[src/rtl/pin_route_pkg.sv]
package pin_route_pkg;
  localparam int FIRST_SLOT = 25;
  localparam int NUM_ROUTED = 7;
  localparam int FIXED_SLOT = 30;
  localparam int PINS       = 4;
  localparam int FIELD_W    = 4;
  localparam int LINE_W     = 3;
  localparam int SLOT_W     = 5;
  localparam int PIN_W      = 2;
  localparam int WORD_W     = 16;
  localparam int HI_BANK    = 4;
  typedef logic [LINE_W-1:0] line_t;
endpackage

[src/rtl/pin_route_clip.sv]
module pin_route_clip #(
  parameter int BLK_BYTES = 32,
  parameter int ADDR_W    = 5,
  parameter int LANES     = 4,
  parameter int LEN_W     = 3,
  parameter int CNT_W     = 3
) (
  input  logic [ADDR_W-1:0] addr,
  input  logic [LEN_W-1:0]  len,
  output logic [CNT_W-1:0]  clen
);
  int eff;
  always_comb begin
    eff = (int'(len) > LANES) ? LANES : int'(len);
    if (int'(addr) + eff >= BLK_BYTES)
      eff = BLK_BYTES - int'(addr);
    clen = CNT_W'(eff);
  end
endmodule

[src/rtl/pin_route_store.sv]
module pin_route_store
  import pin_route_pkg::*;
#(
  parameter int          BLK_BYTES     = 32,
  parameter int          ADDR_W        = 5,
  parameter int          LANES         = 4,
  parameter int          CNT_W         = 3,
  parameter int          CTRL_OFF      = 16,
  parameter logic [15:0] ROUTE_DEFAULT = 16'h3210,
  parameter logic [31:0] CTRL_DEFAULT  = 32'h0000_0021
) (
  input  logic                   clk,
  input  logic                   rst,
  input  logic                   wr_en,
  input  logic [ADDR_W-1:0]      addr,
  input  logic [CNT_W-1:0]       clen,
  input  logic [8*LANES-1:0]     wdata,
  output logic [8*BLK_BYTES-1:0] mem_flat
);
  localparam int LSEL_W   = $clog2(LANES);
  localparam int RO_BYTE0 = 2 * (FIXED_SLOT - FIRST_SLOT);

  for (genvar i = 0; i < BLK_BYTES; i++) begin : g_byte
    localparam bit IS_RO    = (i == RO_BYTE0) || (i == RO_BYTE0 + 1);
    localparam bit IS_ROUTE = (i < 2 * NUM_ROUTED) && !IS_RO;
    localparam bit IS_CTRL  = (i >= CTRL_OFF) && (i < CTRL_OFF + 4);
    localparam logic [7:0] RST_V =
      IS_ROUTE ? ROUTE_DEFAULT[8*(i%2) +: 8] :
      IS_CTRL  ? CTRL_DEFAULT[8*((i-CTRL_OFF)%4) +: 8] : 8'h00;

    if (IS_RO) begin : g_ro
      assign mem_flat[8*i +: 8] = 8'h00;
    end else begin : g_rw
      logic [ADDR_W:0] lane;
      logic            hit;
      logic [7:0]      q;
      always_comb begin
        lane = (ADDR_W+1)'(i) - {1'b0, addr};
        hit  = wr_en && ({1'b0, addr} <= (ADDR_W+1)'(i)) &&
               (lane < (ADDR_W+1)'(clen));
      end
      always_ff @(posedge clk) begin
        if (rst)
          q <= RST_V;
        else if (hit)
          q <= wdata[{lane[LSEL_W-1:0], 3'b000} +: 8];
      end
      assign mem_flat[8*i +: 8] = q;
    end
  end
endmodule

[src/rtl/pin_route_decode.sv]
module pin_route_decode
  import pin_route_pkg::*;
(
  input  logic [NUM_ROUTED*WORD_W-1:0] words,
  input  logic [SLOT_W-1:0]            slot,
  input  logic [PIN_W-1:0]             pin,
  output line_t                        line
);
  logic [WORD_W-1:0] word;
  always_comb begin
    word = '0;
    if (int'(slot) == FIXED_SLOT) begin
      line = LINE_W'(HI_BANK + int'(pin));
    end else if (int'(slot) >= FIRST_SLOT && int'(slot) < FIRST_SLOT + NUM_ROUTED) begin
      word = words[(int'(slot) - FIRST_SLOT) * WORD_W +: WORD_W];
      line = word[int'(pin) * FIELD_W +: LINE_W];
    end else begin
      line = LINE_W'(HI_BANK + ((int'(slot) + int'(pin)) % PINS));
    end
  end
endmodule

[src/rtl/pin_route_table.sv]
module pin_route_table
  import pin_route_pkg::*;
#(
  parameter int          BLK_BYTES     = 32,
  parameter int          ADDR_IN_W     = 16,
  parameter int          LANES         = 4,
  parameter int          LEN_W         = 3,
  parameter int          CTRL_OFF      = 16,
  parameter logic [15:0] ROUTE_DEFAULT = 16'h3210,
  parameter logic [31:0] CTRL_DEFAULT  = 32'h0000_0021
) (
  input  logic                 clk,
  input  logic                 rst,
  input  logic                 req_valid,
  input  logic                 req_write,
  input  logic [ADDR_IN_W-1:0] req_addr,
  input  logic [LEN_W-1:0]     req_len,
  input  logic [8*LANES-1:0]   req_wdata,
  output logic                 rd_valid,
  output logic [8*LANES-1:0]   rd_data,
  output logic                 route_changed,
  input  logic [4:0]           lk_slot,
  input  logic [1:0]           lk_pin,
  output logic [2:0]           lk_line
);
  localparam int ADDR_W = $clog2(BLK_BYTES);
  localparam int CNT_W  = $clog2(LANES + 1);

  logic [ADDR_W-1:0]      addr;
  logic [CNT_W-1:0]       clen;
  logic [8*BLK_BYTES-1:0] mem_flat;
  logic [8*LANES-1:0]     rd_next;
  logic                   wr_en;
  logic                   unused_addr_hi;

  assign addr           = req_addr[ADDR_W-1:0];
  assign unused_addr_hi = ^req_addr[ADDR_IN_W-1:ADDR_W];
  assign wr_en          = req_valid && req_write;

  pin_route_clip #(
    .BLK_BYTES(BLK_BYTES), .ADDR_W(ADDR_W), .LANES(LANES),
    .LEN_W(LEN_W), .CNT_W(CNT_W)
  ) clip_i (
    .addr(addr), .len(req_len), .clen(clen)
  );

  pin_route_store #(
    .BLK_BYTES(BLK_BYTES), .ADDR_W(ADDR_W), .LANES(LANES), .CNT_W(CNT_W),
    .CTRL_OFF(CTRL_OFF), .ROUTE_DEFAULT(ROUTE_DEFAULT), .CTRL_DEFAULT(CTRL_DEFAULT)
  ) store_i (
    .clk(clk), .rst(rst), .wr_en(wr_en), .addr(addr), .clen(clen),
    .wdata(req_wdata), .mem_flat(mem_flat)
  );

  pin_route_decode decode_i (
    .words(mem_flat[NUM_ROUTED*WORD_W-1:0]),
    .slot(lk_slot), .pin(lk_pin), .line(lk_line)
  );

  for (genvar k = 0; k < LANES; k++) begin : g_rlane
    logic [ADDR_W-1:0] idx;
    assign idx = addr + ADDR_W'(k);
    assign rd_next[8*k +: 8] = (CNT_W'(k) < clen) ? mem_flat[{idx, 3'b000} +: 8] : 8'h00;
  end

  always_ff @(posedge clk) begin
    if (rst) begin
      rd_valid      <= 1'b0;
      rd_data       <= '0;
      route_changed <= 1'b0;
    end else begin
      rd_valid      <= req_valid && !req_write;
      route_changed <= wr_en;
      if (req_valid && !req_write)
        rd_data <= rd_next;
    end
  end
endmodule

[config.mk]
export PLATFORM = sky130hd
export DESIGN_NAME = pin_route_table
export DESIGN_NICKNAME = d
export VERILOG_FILES = /design/src/rtl/pin_route_pkg.sv /design/src/rtl/pin_route_clip.sv /design/src/rtl/pin_route_store.sv /design/src/rtl/pin_route_decode.sv /design/src/rtl/pin_route_table.sv
export SDC_FILE = /design/constraint.sdc
export NUM_CORES = 1
export LEC_CHECK = 0
export BUFFER_PORTS_ARGS = -buffer_cell sky130_fd_sc_hd__buf_2
export CORE_ASPECT_RATIO = 0.9
export CORE_MARGIN = 1.5
export CORE_UTILIZATION = 35
export DETAILED_ROUTE_END_ITERATION = 10
export GPL_TIMING_DRIVEN = 0
export MAX_ROUTING_LAYER = met4
export PLACE_DENSITY_LB_ADDON = 0.08
export SYNTH_ARGS = -nofsm -noshare
export SYNTH_HDL_FRONTEND = slang
export SYNTH_HIERARCHICAL = 1
export SYNTH_SLANG_ARGS = --single-unit
[constraint.sdc]
create_clock -name clk -period 15.9 [get_ports clk]
set_input_delay 4.77 -clock clk [delete_from_list [all_inputs] [get_ports clk]]
set_output_delay 4.77 -clock clk [all_outputs]
set_load 0.01 [all_outputs]
==> flow_summary_export.csv <==
group,metric,value,unit
setup_path,cp.required,11130,ps
floorplanning,die_y,241,µm
floorplanning,io_pins,99,
yosys,synth_edf_count,0,
yosys,synth_xor_xnor_area_share,1.27,%
yosys,ys_top_cells_by_area,"mux4_2 30%, dfxtp_1 25%, mux2i_1 10%",
yosys,yosysTopAreaCellShare,29.7,%
sta,clock_skew,23.6,ps
cells_and_area,n_fill_cell,6131,
sta,rsz0062_at_grt,"false",
floorplanning,dieArea,0.0646,mm²
sta,max_freq,79.2,MHz
routing,viasPerCell,6.58,
clock_network,cts_max_path_buffers,3,
setup_path,r2r_end,"rd_data[5]",
min_path,min_path_type,"reg -> reg",
grt,grt_pass1_wl,153,mm
setup_path,worst_ep_arrival_time,7860,ps
run_status,outcome,"finished, final reports clean",
sta,worst_pin_slew,1410,ps
routing,routed_wl,112,mm
cells_and_area,final_net_count,2184,
placed_design,place_congestion,1.03,
routing,vias,19364,
cells_and_area,multiInputGateArea,0.0156,mm²
grt,antenna_found_initial,8,
yosys,synthTopCellsByCount,"291 x mux4_2, 274 x dfxtp_1, 231 x mux2i_1, 154 x nand2b_1, 125 x nor2_1",
min_path,hold_path_end,"rd_data[29]",
floorplanning,initial_core_util,35.4,%
placed_design,dp_slack,3290,ps
grt,gr-total-overflow,0,
yosys,yosysSeqAreaShare,24.8,%
floorplanning,core_area,0.0625,mm²
cells_and_area,instances_no_fill,2943,
placed_design,dp_hpwl,84.8,mm
floorplanning,die_x,268,µm
setup_path,critPathBufInv,7,
cells_and_area,syn2layout_area_growth,12.4,%
clock_network,worstSkewPairLatency,570,ps
power_and_ir_drop,cellLeakagePower,10.1,nW
setup_path,ff2ff_path_depth,4,
routing,drtPass1Iterations,6,
yosys,synth-simple-area-share,13.4,%
flow_run,max-cap-violations,0,
placed_design,io_buffers,85,
min_path,hold_start,"rd_data[29]",
sta,fin_ws,3270,ps
power_and_ir_drop,power_density,82.4,mW/mm²
clock_network,cts.htree.levels,2,
setup_path,cp-end-kind,"primary output",
grt,grt.met2_usage,50.2,%
grt,met3_usage,11.0,%
clock_network,path_clk_slew,60,ps
setup_path,cpPeakStageDelay,390,ps
sta,timing.setup.tns,0,ps
clock_network,cts_hold_buffers,0,
grt,busiest_layer,"met2",
routing,ant_nets,0,
power_and_ir_drop,ir_worst_vdd,0.0000538,V
yosys,yosysTopAreaCell,"mux4_2",
routing,avgRoutedWirePerCell,38.1,µm
grt,gr-usage-met1,46.6,%
grt,grt_max_degree,16,
yosys,ys_warn_count,6,
setup_path,path_cells,"buf_2 > buf_6 > buf_2 > inv_1 > ha_1 > buf_4 > buf_2 > mux2_2 > a221oi_1 > o22ai_1 > o211ai_1 > o211ai_1 > buf_2",
yosys,async_flop_share,0,%
cells_and_area,drive_above_1_share,29.5,%
yosys,synth_most_common_cell,"mux4_2",
grt,grt.total_usage,35.7,%
cells_and_area,final_core_util,39.7,%
clock_network,clock_sinks,274,
yosys,synth_compound_area_share,6.25,%
yosys,synth_cells,1935,
yosys,ys_ff_latch,274,
yosys,postSynthAreaPerCell,11.4,µm²
min_path,hold_depth,2,
setup_path,cp_top_family,"buffers and inverters",
setup_path,crit_top_cell,"buf_2",
setup_path,rr_startpoint,"store_i/g_byte[28].g_rw.q[5]",
cells_and_area,regArea,0.00549,mm²
grt,grt_pass1_vias,18234,
yosys,synth_top_family_by_area,"multiplexers",
routing,drc,0,
clock_network,cts_root_buf,"clkbuf_16",
clock_network,cts_tree,"yes",
placed_design,dp_cells,2880,
sta,finalMaxSlewViolations,0,
yosys,synth-adder-area-share,2.83,%
routing,drtIter0Drc,2455,
sta,slew_headroom,5.85,%
sta,hold_violations,0,
floorplanning,rows,87,
clock_network,cts_resized,0,
sta,setup_viol,0,
setup_path,reg2reg_slack,13770,ps
clock_network,cts_setup_buffers,0,
yosys,syn-cell-area,0.0221,mm²
sta,min_period_over_period,79.4,%
yosys,synth_flop_cell,"dfxtp_1",
setup_path,worstSetupStartpointType,"input port",
setup_path,path_class,"in -> out",
sta,min_period,12630,ps
yosys,yosys.cell_types.count,84,
setup_path,crit_fanout,10,
yosys,synthMuxAreaShare,46.6,%
setup_path,slowest_stage,"mux2_2",
clock_network,cts_inserted_buffers,35,
==> routing by layer <==
metal,wire [µm],up-vias
li1,-,7761
met1,45900,9987
met2,46800,1382
met3,13100,234
met4,6200,0
met5,0,-
==> final cells by class <==
cell class | instances | area share [%]
Antenna cell | 6 | 0.0605
Buffer | 181 | 3.84
Clock buffer | 47 | 4.12
Clock inverter | 10 | 0.635
Inverter | 30 | 0.453
Multi-Input combinational cell | 1465 | 62.8
Sequential cell | 274 | 22.1
Tap cell | 845 | 4.26
Timing Repair Buffer | 85 | 1.71
==> sequential cells by signal (all words and copies together), names as in the netlist <==
name,count
route_changed,1
rd_valid,1
store_i/g_byte.g_rw.q,240
rd_data,32
==> worst register-to-register path: stages, from the launching register on <==
cell	delay, ps
dfxtp_1	380
mux4_1	630
mux4_2	560
nor2b_1	170
a221o_1	300
==> metrics by stage <==
stage	area [µm²]	hold WS (ps)	total power [mW]
final	24800	458	2.05
after global routing	24800	499	2.09
after CTS	24800	462	2.03
after detailed placement	23600	449	1.19
after global placement	23600	444	1.19
after floorplan	22100	477	0.991
==> power by group <==
group | switching [mW] | internal (mW) | leakage (nW)
combinational | 0.322 | 0.162 | 7.28
sequential | 0.0125 | 0.696 | 2.21
clock | 0.338 | 0.514 | 0.584
total | 0.673 | 1.37 | 10.1
==> logic make-up after synthesis <==
kind of cell / after synthesis
muxes: 614
xor gates and xnor gates: 32
DFF: 274
buffers and inverters: 211
other: 1
AOI/OAI and AO/OA: 197
and+or+nand+nor: 556
adders and majority gates: 50
==> cell usage in the layout (no fill, tap or decap), types with 20 or more instances in the layout <==
cell type,instances
mux4_2,291
dfxtp_1,274
mux2i_1,231
nand2b_1,154
buf_2,147
nor2_1,125
nand2_1,123
clkbuf_1,75
mux2_2,63
ha_1,50
nand4_1,44
o21ai_0,43
clkbuf_16,37
nor2b_1,33
o22ai_1,29
inv_1,28
buf_4,28
mux4_1,26
a21oi_1,24
xnor2_1,20
==> worst max-delay path by stage <==
stage / startpoint / end / depth (start not counted)
detailed placement: lk_slot[0] / lk_line[1] / 13
global route: lk_slot[0] / lk_line[1] / 13
CTS: lk_slot[0] / lk_line[1] / 13
floorplan: lk_slot[0] / lk_line[2] / 11
global placement: lk_slot[0] / lk_line[1] / 13
finish: lk_slot[0] / lk_line[1] / 13
Power figures use the tool's default switching activity.
